$ cat config.mk
export PLATFORM = sky130hd
export DESIGN_NAME = blank_audio_embed
export DESIGN_NICKNAME = d
export VERILOG_FILES = /design/src/rtl/bae_pkg.sv /design/src/rtl/bae_sample_seq.sv /design/src/rtl/bae_budget.sv /design/src/rtl/bae_bitclk.sv /design/src/rtl/blank_audio_embed.sv
export SDC_FILE = /design/constraint.sdc
export NUM_CORES = 1
export LEC_CHECK = 0
export ABC_CLOCK_PERIOD_IN_PS = 4300
export CAP_MARGIN = 20
export CORE_MARGIN = 2
export CORE_UTILIZATION = 68
export CTS_CLUSTER_DIAMETER = 40
export DETAILED_ROUTE_END_ITERATION = 10
export DONT_BUFFER_PORTS = 1
export PLACE_DENSITY = 0.86
export SLEW_MARGIN = 20
export SYNTH_ARGS = -nofsm -noshare
export SYNTH_HDL_FRONTEND = slang
export SYNTH_SLANG_ARGS = --single-unit
$ cat constraint.sdc
create_clock -name clk_i -period 4.3 [get_ports clk_i]
set_input_delay 0.645 -clock clk_i [delete_from_list [all_inputs] [get_ports clk_i]]
set_output_delay 0.645 -clock clk_i [all_outputs]
set_load 0.02 [all_outputs]
$ cat src/rtl/bae_pkg.sv
package bae_pkg;
  localparam int RGB_W = 18;
  localparam int CTL_W = 9;
  localparam int C_VEN = 2;
  localparam int C_SD  = 3;
  localparam int C_WS  = 4;
  localparam int C_BCK = 5;
  localparam int C_SEL = 6;

  typedef enum logic [1:0] {
    ST_IDLE     = 2'd0,
    ST_SEND_BIT = 2'd1,
    ST_HOLD     = 2'd2
  } bae_state_e;
endpackage

$ cat src/rtl/bae_sample_seq.sv
module bae_sample_seq
  import bae_pkg::*;
#(
  parameter int SMP_W = 16
) (
  input  logic               clk_i,
  input  logic               rst_ni,
  input  logic               load_i,
  input  logic [2*SMP_W-1:0] word_i,
  input  logic               adv_i,
  input  logic               active_i,
  output bae_state_e         state_o,
  output logic               bit_o,
  output logic               ws_o
);
  localparam int FRAME = 2 * SMP_W;
  localparam int IDX_W = $clog2(FRAME);
  localparam logic [IDX_W-1:0] LAST_IDX = IDX_W'(FRAME - 1);
  localparam logic [IDX_W-1:0] WS_FIRST = IDX_W'(SMP_W - 1);

  bae_state_e       state_q;
  logic [FRAME-1:0] sh_q;
  logic [IDX_W-1:0] idx_q;

  always_ff @(posedge clk_i or negedge rst_ni) begin
    if (!rst_ni) begin
      state_q <= ST_IDLE;
      sh_q    <= '0;
      idx_q   <= '0;
    end else if (load_i) begin
      state_q <= ST_SEND_BIT;
      sh_q    <= word_i;
      idx_q   <= '0;
    end else if (adv_i) begin
      if (idx_q == LAST_IDX) begin
        state_q <= ST_IDLE;
        idx_q   <= '0;
      end else begin
        state_q <= active_i ? ST_SEND_BIT : ST_HOLD;
        idx_q   <= idx_q + 1'b1;
      end
      sh_q <= {sh_q[FRAME-2:0], 1'b0};
    end else if (state_q != ST_IDLE) begin
      state_q <= active_i ? ST_SEND_BIT : ST_HOLD;
    end
  end

  assign state_o = state_q;
  assign bit_o   = sh_q[FRAME-1];
  // select leads the channel by one slot
  assign ws_o    = (idx_q >= WS_FIRST) && (idx_q != LAST_IDX);
endmodule

$ cat src/rtl/bae_budget.sv
module bae_budget #(
  parameter int UTIL_W = 12
) (
  input  logic              clk_i,
  input  logic              rst_ni,
  input  logic              blank_i,
  input  logic              take_i,
  input  logic [UTIL_W-1:0] limit_i,
  output logic              avail_o
);
  logic [UTIL_W-1:0] used_q;

  always_ff @(posedge clk_i or negedge rst_ni) begin
    if (!rst_ni)      used_q <= '0;
    else if (!blank_i) used_q <= '0;
    else if (take_i)  used_q <= used_q + 1'b1;
  end

  assign avail_o = used_q < limit_i;
endmodule

$ cat src/rtl/bae_bitclk.sv
module bae_bitclk #(
  parameter int DIV_W = 4
) (
  input  logic             clk_i,
  input  logic             rst_ni,
  input  logic             en_i,
  input  logic             blank_i,
  input  logic             loaded_i,
  input  logic             avail_i,
  input  logic [DIV_W-1:0] half_i,
  output logic             sck_o,
  output logic             rise_o,
  output logic             fall_o
);
  localparam int PH_W = DIV_W + 1;

  logic            sck_q, sck_d;
  logic [PH_W-1:0] ph_q, ph_d;
  logic [PH_W-1:0] hi_end, lo_end;

  assign hi_end = PH_W'(half_i);
  assign lo_end = PH_W'(half_i) + PH_W'(1);

  always_comb begin
    sck_d  = sck_q;
    ph_d   = ph_q;
    rise_o = 1'b0;
    fall_o = 1'b0;
    if (!en_i) begin
      sck_d = 1'b0;
      ph_d  = '0;
    end else if (!blank_i) begin
      // video cuts the high phase short; the bit counts as taken
      fall_o = sck_q;
      sck_d  = 1'b0;
      ph_d   = '0;
    end else if (sck_q) begin
      if (ph_q == hi_end) begin
        fall_o = 1'b1;
        sck_d  = 1'b0;
        ph_d   = PH_W'(1);
      end else begin
        ph_d = ph_q + 1'b1;
      end
    end else if (loaded_i) begin
      if (ph_q == lo_end && avail_i) begin
        rise_o = 1'b1;
        sck_d  = 1'b1;
        ph_d   = '0;
      end else if (ph_q != lo_end) begin
        ph_d = ph_q + 1'b1;
      end
    end else begin
      ph_d = '0;
    end
  end

  always_ff @(posedge clk_i or negedge rst_ni) begin
    if (!rst_ni) begin
      sck_q <= 1'b0;
      ph_q  <= '0;
    end else begin
      sck_q <= sck_d;
      ph_q  <= ph_d;
    end
  end

  assign sck_o = sck_q;
endmodule

$ cat src/rtl/blank_audio_embed.sv
module blank_audio_embed
  import bae_pkg::*;
#(
  parameter int SMP_W  = 16,
  parameter int DIV_W  = 4,
  parameter int UTIL_W = 12
) (
  input  logic              clk_i,
  input  logic              rst_ni,
  input  logic              div_mode_i,
  input  logic [DIV_W-1:0]  bclk_half_i,
  input  logic [UTIL_W-1:0] slot_limit_i,
  input  logic              smp_valid_i,
  input  logic [SMP_W-1:0]  smp_left_i,
  input  logic [SMP_W-1:0]  smp_right_i,
  output logic              smp_ready_o,
  input  logic [RGB_W-1:0]  rgb_i,
  input  logic [CTL_W-1:0]  ctl_i,
  output logic [RGB_W-1:0]  rgb_o,
  output logic [CTL_W-1:0]  ctl_o
);
  logic       blank, loaded, avail, load;
  logic       pix_fire, take, adv;
  logic       sck, rise, fall;
  logic       cur_bit, cur_ws;
  bae_state_e state;

  logic             sd_q, ws_q, sel_n_q;
  logic [RGB_W-1:0] rgb_q;
  logic [CTL_W-1:0] ctl_q;

  assign blank       = !ctl_i[C_VEN];
  assign loaded      = state != ST_IDLE;
  assign smp_ready_o = !loaded;
  assign load        = smp_valid_i && !loaded;
  assign pix_fire    = !div_mode_i && loaded && blank && avail;
  assign take        = div_mode_i ? rise : pix_fire;
  assign adv         = div_mode_i ? fall : pix_fire;

  bae_sample_seq #(.SMP_W(SMP_W)) u_seq (
    .clk_i    (clk_i),
    .rst_ni   (rst_ni),
    .load_i   (load),
    .word_i   ({smp_left_i, smp_right_i}),
    .adv_i    (adv),
    .active_i (blank && avail),
    .state_o  (state),
    .bit_o    (cur_bit),
    .ws_o     (cur_ws)
  );

  bae_budget #(.UTIL_W(UTIL_W)) u_budget (
    .clk_i   (clk_i),
    .rst_ni  (rst_ni),
    .blank_i (blank),
    .take_i  (take),
    .limit_i (slot_limit_i),
    .avail_o (avail)
  );

  bae_bitclk #(.DIV_W(DIV_W)) u_bitclk (
    .clk_i    (clk_i),
    .rst_ni   (rst_ni),
    .en_i     (div_mode_i),
    .blank_i  (blank),
    .loaded_i (loaded),
    .avail_i  (avail),
    .half_i   (bclk_half_i),
    .sck_o    (sck),
    .rise_o   (rise),
    .fall_o   (fall)
  );

  always_ff @(posedge clk_i or negedge rst_ni) begin
    if (!rst_ni) begin
      rgb_q   <= '0;
      ctl_q   <= '0;
      sd_q    <= 1'b0;
      ws_q    <= 1'b0;
      sel_n_q <= 1'b1;
    end else begin
      rgb_q <= rgb_i;
      ctl_q <= ctl_i;
      if (pix_fire) begin
        sd_q    <= cur_bit;
        ws_q    <= cur_ws;
        sel_n_q <= 1'b0;
      end else begin
        sel_n_q <= 1'b1;
      end
    end
  end

  // divided mode shows the held bit straight from registered state
  always_comb begin
    ctl_o = ctl_q;
    if (!ctl_q[C_VEN]) begin
      if (div_mode_i) begin
        ctl_o[C_SD]  = loaded && cur_bit;
        ctl_o[C_WS]  = loaded && cur_ws;
        ctl_o[C_BCK] = sck;
      end else begin
        ctl_o[C_SD]  = sd_q;
        ctl_o[C_WS]  = ws_q;
        ctl_o[C_SEL] = sel_n_q;
      end
    end
  end

  assign rgb_o = rgb_q;
endmodule

Word-level counts from Yosys, hierarchy flattened
Cells that the tools add are included.
{"block": "word_totals", "regBits": 87, "latch_bits": 0, "ram_bits": 0, "mem_bits_ro": 0, "in_bits": 79, "out_inout_bits": 28, "wordCells": 76, "mem_count": 0}
{"block": "op_classes", "n_addsub": 4, "multipliers": 0, "div_mod_pow": 0, "n_lt_le_gt_ge": 2, "n_eq_ne": 6, "shifts": 0, "muxes": 37, "n_bitwise": 0, "n_reduce_logical": 16}
{"op": "2-to-1 mux 32 bit", "n": 2}
{"op": "2-to-1 mux 5 bit", "n": 10}
{"op": "2-to-1 mux 12 bit", "n": 2}
{"op": "2-to-1 mux 1 bit", "n": 16}
{"op": "adder 12 x 1 -> 12 bit (second input constant)", "n": 1}
{"op": "< comparator 12 bit", "n": 1}
{"op": "2-to-1 mux 2 bit", "n": 6}
{"op": "adder 5 x 1 -> 5 bit (second input constant)", "n": 2}
{"op": "logical AND 1 bit", "n": 9}
{"op": "!= test 6 x 3 -> 1 bit (second input constant)", "n": 1}
{"op": "nonzero test 2 bit", "n": 3}
{"op": "adder 4 x 1 -> 5 bit (second input constant)", "n": 1}
{"op": "== test 5 x 4 -> 1 bit", "n": 1}
{"op": "== test 5 bit", "n": 1}
{"op": "== test 5 bit (second input constant)", "n": 1}
{"op": ">= comparator 5 x 4 -> 1 bit (second input constant)", "n": 1}
{"op": "!= test 5 bit", "n": 1}
{"op": "!= test 5 bit (second input constant)", "n": 1}
{"op": "2-to-1 mux 4 bit", "n": 1}
{"op": "logical NOT 1 bit", "n": 3}
{"op": "nonzero test 3 bit", "n": 1}

Logic depth before layout (Yosys ltp)
Gate-level depths: netlist (run 1).
{"block": "depth", "ltp_word": 10, "depth_mapped": 9, "depth_no_buf": 8}

By module
From an unflattened synthesis (run 1), not the netlist that was laid out.
{"block": "unflattened", "cells_unflattened": 396, "area_unflattened_um2": 4250.3}
{"mod": "bae_sample_seq", "n_inst": 1, "cells_per_inst": 175, "area_each_um2": 1826.8, "seq_area_each_um2": 975.9}
{"mod": "blank_audio_embed", "n_inst": 1, "cells_per_inst": 61, "area_each_um2": 979.7, "seq_area_each_um2": 752.0}
{"mod": "bae_budget", "n_inst": 1, "cells_per_inst": 92, "area_each_um2": 882.1, "seq_area_each_um2": 300.3}
{"mod": "bae_bitclk", "n_inst": 1, "cells_per_inst": 68, "area_each_um2": 561.8, "seq_area_each_um2": 150.1}

Worst setup path after synthesis (run 1)
Ideal clock, no wire load.
{"block": "synth_timing", "path_type": "input port to flip-flop", "startpoint": "input port bclk_half_i[0]", "endpoint": "register u_budget.used_q[9]", "setup_ps": 125, "arrival_ps": 2485, "required_ps": 4175, "path_slack_ps": 1691, "stages": 8, "path_buffers": 1, "cell_sequence": "ha_1 o21ba_1 a221oi_2 o2111ai_2 and2_1 buf_6 nor4_1 mux2_2"}
{"block": "synth_between", "elab_chain_cells": 9}
{"element": "start, declared", "line": "blank_audio_embed.sv:11", "text": "input logic [DIV_W-1:0] bclk_half_i,"}
{"element": "adder 4 x 1 -> 5 bit", "line": "bae_bitclk.sv:22", "text": "assign lo_end = PH_W'(half_i) + PH_W'(1);"}
{"element": "== test 5 bit", "line": "bae_bitclk.sv:46", "text": "if (ph_q == lo_end && avail_i) begin"}
{"element": "logical AND 1 bit", "line": "bae_bitclk.sv:46"}
{"element": "2-to-1 mux 1 bit", "line": "bae_bitclk.sv:46"}
{"element": "2-to-1 mux 1 bit", "line": "bae_bitclk.sv:45", "text": "end else if (loaded_i) begin"}
{"element": "2-to-1 mux 1 bit", "line": "bae_bitclk.sv:37", "text": "end else if (sck_q) begin"}
{"element": "2-to-1 mux 1 bit", "line": "bae_bitclk.sv:32", "text": "end else if (!blank_i) begin"}
{"element": "2-to-1 mux 1 bit", "line": "blank_audio_embed.sv:37", "text": "assign take = div_mode_i ? rise : pix_fire;"}
{"element": "nonzero test 2 bit (no source line)"}
{"element": "end signal, assigned", "line": "bae_budget.sv:16", "text": "else if (take_i) used_q <= used_q + 1'b1;"}
{"element": "end, declared", "line": "bae_budget.sv:11", "text": "logic [UTIL_W-1:0] used_q;"}
Every way passes these cells.
A chain may end at the register's enable or synchronous reset.

Final worst setup path (run 1)
{"block": "layout_timing", "startpoint": "register u_seq.idx_q[0]", "endpoint": "output port ctl_o[4]"}
{"block": "layout_between", "elab_chain_cells": 5, "word_cells_on_any_way": 6, "classes_between": "1 x order compare; 1 x eq/ne; 2 x mux; 2 x reduce/logical"}
{"element": "start, declared", "line": "bae_sample_seq.sv:23", "text": "logic [IDX_W-1:0] idx_q;"}
{"element": "start signal, assigned", "line": "bae_sample_seq.sv:40", "text": "idx_q <= idx_q + 1'b1;"}
{"element": ">= comparator 5 x 4 -> 1 bit or != test 5 bit (tied branches)", "line": "bae_sample_seq.sv:51", "text": "assign ws_o = (idx_q >= WS_FIRST) && (idx_q != LAST_IDX);"}
{"element": "logical AND 1 bit (*)", "line": "bae_sample_seq.sv:51"}
{"element": "logical AND 1 bit (*)", "line": "blank_audio_embed.sv:100", "text": "ctl_o[C_WS] = loaded && cur_ws;"}
{"element": "2-to-1 mux 2 bit (*)", "line": "blank_audio_embed.sv:98", "text": "if (div_mode_i) begin"}
{"element": "2-to-1 mux 4 bit (*)", "line": "blank_audio_embed.sv:97", "text": "if (!ctl_q[C_VEN]) begin"}
{"element": "end, declared", "line": "blank_audio_embed.sv:20", "text": "output logic [CTL_W-1:0] ctl_o"}
Mark *: on every way between the ends. The rest lies on a longest branch, timed or not.

==> results of run 1 <==
==> cell usage in the layout, fill, tap and decap left out, drive strengths merged, types with 7 or more instances in the layout <==
cell / netlist / routed
nor2: 15 / 15
o21ai: 38 / 38
mux2i: 36 / 36
clkbuf: 9 / 10
nand2b: 8 / 8
dfrtp: 86 / 86
inv: 13 / 14
a21oi: 12 / 12
ha: 16 / 16
nand3: 9 / 9
mux2: 7 / 7
nand2: 46 / 46
==> power breakdown <==
part	switching [uW]	total (uW)	internal, uW
Sequential	103	1080	974
Combinational	166	303	137
Clock	288	515	227
==> sequential cells by signal (all words and copies together), names as in the netlist <==
register	count
u_seq.state_o	2
sd_q	1
u_seq.idx_q	5
rgb_o	18
sel_n_q	1
u_budget.used_q	12
u_bitclk.ph_q	5
ws_q	1
ctl_q	9
u_bitclk.sck_o	1
u_seq.sh_q	32
==> per-layer routing <==
metal / GRT usage (%) / routed length [um] / up-vias / share of wire, %
met5: 0 / 0 / - / 0
met4: 9.238 / 75 / 0 / 0.95
met3: 5.638 / 446 / 7 / 5.7
met2: 38.11 / 3933 / 77 / 50
met1: 32.08 / 3412 / 1370 / 43
li1: - / - / 1381 / -
==> cell type report <==
class	count	area [sq um]
Timing Repair Buffer	2	35.03
Tap cell	77	96.34
Multi-Input combinational cell	272	1941
Clock buffer	10	137.6
Sequential cell	87	2178
Fill cell	449	1759
Inverter	13	48.80
Clock inverter	6	45.04
==> cells by family (layout without fill, tap and decap cells) <==
group	count (synthesis)	count (layout)	share of synthesized area (%)
and+or+nand+nor	116	116	13.26
AOI/OAI and AO/OA	87	87	14.62
DFF	87	87	50.41
muxes	43	43	10.16
buffers and inverters	37	31	4.719
adders and majority gates	16	16	4.632
xor gates and xnor gates	10	10	2.200
==> worst max path at each step <==
stage | depth (start not counted) | start | slack, ns | endpoint
floorplan | 8 | bclk_half_i[0] | 1.69 | u_budget.used_q[9]
global placement | 9 | slot_limit_i[10] | 1.29 | u_seq.idx_q[2]
detailed placement | 9 | slot_limit_i[10] | 1.21 | u_seq.idx_q[3]
CTS | 5 | u_seq.idx_q[0] | 1.46 | ctl_o[4]
global route | 8 | u_budget.used_q[10] | 1.28 | u_seq.idx_q[0]
finish | 5 | u_seq.idx_q[0] | 1.47 | ctl_o[4]
==> what timing repair did <==
| item | 4_1_cts | 5_1_grt |
|---|---|---|
| hold buffers | 1 | 0 |
| endpoints found under the hold margin | 86 | 0 |
| setup endpoints to repair | 0 | 0 |
==> through the flow <==
stage	setup WS [ns]	hold slack, ns	utilization [%]	cells
final	1.469	0.1272	71.81	467
after global routing	1.284	0.1014	71.81	467
after CTS	1.457	0.1137	71.81	467
after detailed placement	1.205	0.3504	68.44	450
after global placement	1.292	0.3507	68.44	450
after floorplan	1.691	0.3494	-	396
==> impl_metrics.toml, run 1 <==
[status]
status = "completed"

[worst_setup_path]
worst-path-buf-inv = 0
worst_path_dominant_cell_family = "compound AO/OA/AOI/OAI gates"
r2r_end = "u_seq.idx_q[2]"
worst_path_max_delay_cell = "o21ai_0"
r2r-start = "u_budget.used_q[10]"
cp-start-kind = "flip-flop"
worstPathRequired_ns = 3.65
ff2ff_setup_slack_ns = 1.49
worst-path-max-fanout = 4
path_cells = "ha_1, and3_1, a21oi_1, a31oi_1, o21ai_0"
worst_r2r_path_depth = 8
arrival_ns = 2.19
endpoint_kind = "output pin"
max_stage_delay_ns = 0.66
critical_path_class = "flip-flop to output pin"

[timing]
fin_skew_ns = 0.008423
timing.setup.tns_ns = 0
setup_viol = 0
period_share_pct = 65.83
timing.final.crit_period_ns = 2.831
slew_viol_final = 0
rsz0062_at_grt = "no"
worst_pin_slew_ns = 1.000
finalHoldViolations = 0
relSlewSlack_pct = 33.32
fmax_mhz = 353.3

[routing]
drc = 0
dr.pass1.iters = 4
drtAntennaViolNets = 0
first_iter_violations = 169
num_vias = 2835
wl_per_cell_um = 16.85
routed_via_density = 6.071
wl_mm = 7.867

[floorplanning]
dieHeight_um = 83.72
die_w_um = 83.72
rows = 29
boundaryPins = 107
die_area_sq_um = 7009
start_util_pct = 69.25
coreArea_sq_um = 6241

[synthesis]
ys_warn_count = 0
synth_top_area_share_pct = 49.80
yosysMostFrequentCell = "dfrtp_1"
syn-cell-area_sq_um = 4322
syn-num-nets = 491
yosysUniqueCellTypes = 56
synthArstFlopShare_pct = 100.0
synth_area_leaders = "dfrtp_1, mux2i_1, ha_1"
avgSynthCellArea_sq_um = 10.91
syn-instance-count = 396
yosys.area.top_type = "dfrtp_1"
seq_area_frac_synth_pct = 50.41
synth_ff_type = "dfrtp_1"
synth_common_cells = "dfrtp_1, nand2_1, o21ai_0"
ys_ff_latch = 87
synth-edff-count = 0

[layout]
fin_nets = 480
layout-drive-gt1-share_pct = 9.487
final_area_sq_um = 4482
area_delta_synth_final_pct = 3.706
antenna_cells = 0

[global_routing]
grt_max_degree = 87
grt_overflow_total = 0
first_global_vias = 2835
grt_pass1_wl_mm = 13.16
grt_usage_pct = 23.88
antenna_found_initial = 0

[clock_network]
cts_setup_buffers = 0
cts_tree = "yes"
numClockSinks = 87
cts_buffer_depth = 2
cts_root_buf = "clkbuf_8"
clkLatencyLatePin_ns = 0.35
ctsHtreeMaxLevel = 3
ctsResizeCount = 0
cts-buffers-inserted = 9
clkSlewWorstSetupHoldPaths_ns = 0.09

[placed_design]
detailed_place_hpwl_mm = 5.423
finalWeightedCongestion = 0.8339
place.port_buffers = 0
placed_area_sq_um = 4272

[power_and_ir_drop]
power-per-cell-area_nw_per_um2 = 422.8
cellLeakagePower_uw = 0.001958
power_uw = 1895
ir_drop_mv = 0.3377

[run]
maxCapViolations = 0

[hold_path]
hold_class = "input pin to async pin"
Power figures use the tool's default switching activity.
==> inputs of run 2 (changes only) <==
Settings changed: ABC_AREA set to 1, ABC_CLOCK_PERIOD_IN_PS 4300 to 2300, CORE_UTILIZATION 68 to 57, PLACE_DENSITY 0.86 to 0.77.
Clock period 4.3 ns to 2.3 ns, I/O delays scaled along.
==> impl_metrics.toml, run 2 <==
[floorplanning]
coreArea_sq_um = 7767
dieHeight_um = 93.76
die_w_um = 93.76
rows = 32
start_util_pct = 59.12
boundaryPins = 107
die_area_sq_um = 8790

[run]
maxCapViolations = 0

[clock_network]
cts-buffers-inserted = 9
clkLatencyLatePin_ns = 0.35
numClockSinks = 87
clkSlewWorstSetupHoldPaths_ns = 0.09
cts_root_buf = "clkbuf_8"
cts_buffer_depth = 2
cts_tree = "yes"
ctsHtreeMaxLevel = 3
postCtsHoldBufs = 27

[synthesis]
seq_area_frac_synth_pct = 47.44
syn-cell-area_sq_um = 4592
syn-instance-count = 578
synthArstFlopShare_pct = 100.0
synth_area_leaders = "dfrtp_1, nand2_1, nand3_1"
yosysMostFrequentCell = "nand2_1"
yosys.area.top_type = "dfrtp_1"
synth_top_area_share_pct = 46.87
synth_ff_type = "dfrtp_1"
ys_ff_latch = 87
synth_common_cells = "nand2_1, dfrtp_1, inv_1"
ys_warn_count = 0
yosysUniqueCellTypes = 35
avgSynthCellArea_sq_um = 7.944
syn-num-nets = 673
synth-edff-count = 0

[placed_design]
detailed_place_hpwl_mm = 6.434
place.port_buffers = 0
finalWeightedCongestion = 0.8335

[timing]
slew_viol_final = 0
whs_ns = -0.3228
fin_skew_ns = 0.007953
setup_viol = 0
worst_pin_slew_ns = 0.5839
relSlewSlack_pct = 60.90
fmax_mhz = 470.6
period_share_pct = 92.38
timing.setup.tns_ns = 0
rsz0062_at_grt = "no"
timing.final.crit_period_ns = 2.125
finalHoldViolations = 87

[global_routing]
first_global_vias = 3597
antenna_found_initial = 0
grt_max_degree = 88
grt_pass1_wl_mm = 15.56
grt_overflow_total = 0
grt_usage_pct = 22.30

[routing]
wl_mm = 8.999
num_vias = 3599
dr.pass1.iters = 4
drc = 0
routed_via_density = 5.069
wl_per_cell_um = 12.67
drtAntennaViolNets = 0
first_iter_violations = 145

[power_and_ir_drop]
power_switching_uw = 1175
cellLeakagePower_uw = 0.002711
pwr-share-comb_pct = 21.5
power-per-cell-area_nw_per_um2 = 742.4
seq_power_share_pct = 50.5
p_sw_share_pct = 30.87
ir_drop_mv = 0.5913
intPower_uw = 2631
clockPowerShare_pct = 28.0

[worst_setup_path]
worst-path-buf-inv = 1
path_cells = "ha_1, nand2_1, nand2_1, nand2_1, nand2_1, a21oi_2, nand2_2, nor2_4, nand3_4, buf_4, nand4_1, nand2_1"
critPathMostFrequentCell = "nand2_1"
endpoint_kind = "flip-flop"
worst-path-max-fanout = 8
cp-start-kind = "flip-flop"
worst_path_max_delay_cell = "dfrtp_1"
worstPathRequired_ns = 2.54
arrival_ns = 2.37
max_stage_delay_ns = 0.44
critical_path_class = "flip-flop to flip-flop"
worst_path_dominant_cell_family = "simple AND/OR/NAND/NOR gates"

[layout]
fillers = 700
top_register = "u_seq.sh_q"
layout_commonest_cell = "nand2_1"
fin_nets = 698
largest_reg_flops = 32
antenna_cells = 0
final_cell_mix = "nand2_1, dfrtp_1, inv_1, nand3_1, nor2_1"
area_delta_synth_final_pct = 11.66
layout-drive-gt1-share_pct = 9.704

[status]
violations = "hold timing"
status = "finished, violations left"

[hold_path]
hold_class = "input pin to async pin"
[run 2: cell types whose count changed after synthesis, moves of 8 or more]
cell	change
nand3_1	+52
nor2_1	+40
inv_1	+60
nand2_1	+139
nand4_1	+10
nand2b_1	-8
mux2i_1	-36
nand2_2	+8
buf_2	+9
o21ai_0	-34
[run 2: power by group through the flow]
stage                     Sequential [uW]  Combinational (uW)  Clock [uW]
final                                1920                 817        1070
after floorplan                      1920                 682           0
after CTS                            1920                 825        1110
after global routing                 1950                 968        1180
after detailed placement             1950                 784           0
after global placement               1940                 752           0
[run 2: layout make-up]
| cell class | instances | area [sq um] | area share [%] |
|---|---|---|---|
| Multi-Input combinational cell | 389 | 1962 | 38.26 |
| Clock inverter | 7 | 77.57 | 1.513 |
| Timing Repair Buffer | 38 | 365.4 | 7.125 |
| Inverter | 78 | 292.8 | 5.710 |
| Tap cell | 102 | 127.6 | 2.489 |
| Clock buffer | 9 | 123.9 | 2.416 |
| Sequential cell | 87 | 2178 | 42.48 |
[run 2: kinds of logic (layout without fill, tap and decap cells)]
| family | Yosys count | in the layout | synth area share, % |
|---|---|---|---|
| simple gates | 342 | 342 | 33.13 |
| buf+inv | 102 | 132 | 10.16 |
| flops | 87 | 87 | 47.44 |
| compound gates | 17 | 17 | 2.180 |
| fa+ha+maj | 16 | 16 | 4.360 |
| xor+xnor | 13 | 13 | 2.480 |
| mux | 1 | 1 | 0.2452 |
[run 2: worst register-to-register path: stages (launching register included)]
cell and delay (ns):
dfrtp_1 0.44, ha_1 0.31, nand2_1 0.07, nand2_1 0.05, nand2_1 0.05, nand2_1 0.06
a21oi_2 0.21, nand2_2 0.16, nor2_4 0.17, nand3_4 0.15, buf_4 0.21, nand4_1 0.08
nand2_1 0.06
[run 2: final timing paths]
path	startpoint	end	slack, ns	cells past startpoint
min in group clk_i	smp_right_i[0]	u_seq.sh_q[0]	0.12	2
max in group asynchronous	rst_ni	sel_n_q	2.41	0
worst max-delay path	u_budget.used_q[5]	u_budget.used_q[0]	0.18	12
worst min register to register	u_seq.sh_q[31]	u_seq.sh_q[31]	0.49	2
worst max register to register	u_budget.used_q[5]	u_budget.used_q[0]	0.18	12
worst min-delay path	rst_ni	rgb_o[14]	-0.32	0
[run 2: per-layer routing]
metal  global-route usage (%)  wire (um)  up-vias
met5                        0          0        -
met4                    7.246        112        0
met3                    6.340        475       11
li1                         -          -     1837
met2                    37.92       4500       83
met1                    27.43       3910     1668
[run 2: per-stage QoR]
| step | setup slack (ns) | util (%) | cells | power, uW | cell area, sq um |
|---|---|---|---|---|---|
| 4_1_cts | 0.09539 | 65.82 | 710 | 3864 | 5112 |
| 5_1_grt | 0.01987 | 66.01 | 710 | 4101 | 5127 |
| 6_report | 0.1753 | 66.01 | 710 | 3806 | 5127 |
| 3_3_place_gp | 0.2042 | 59.75 | 667 | 2693 | 4641 |
| 3_5_place_dp | 0.1223 | 59.75 | 667 | 2739 | 4641 |
| 2_1_floorplan | 0.4577 | - | 578 | 2602 | 4592 |
[run 2: what timing repair did]
item | CTS | global route
setup endpoints to repair | 0 | 13
setup buffers | 0 | 0
resized for setup | 0 | 3
endpoints found under the hold margin | 114 | 87
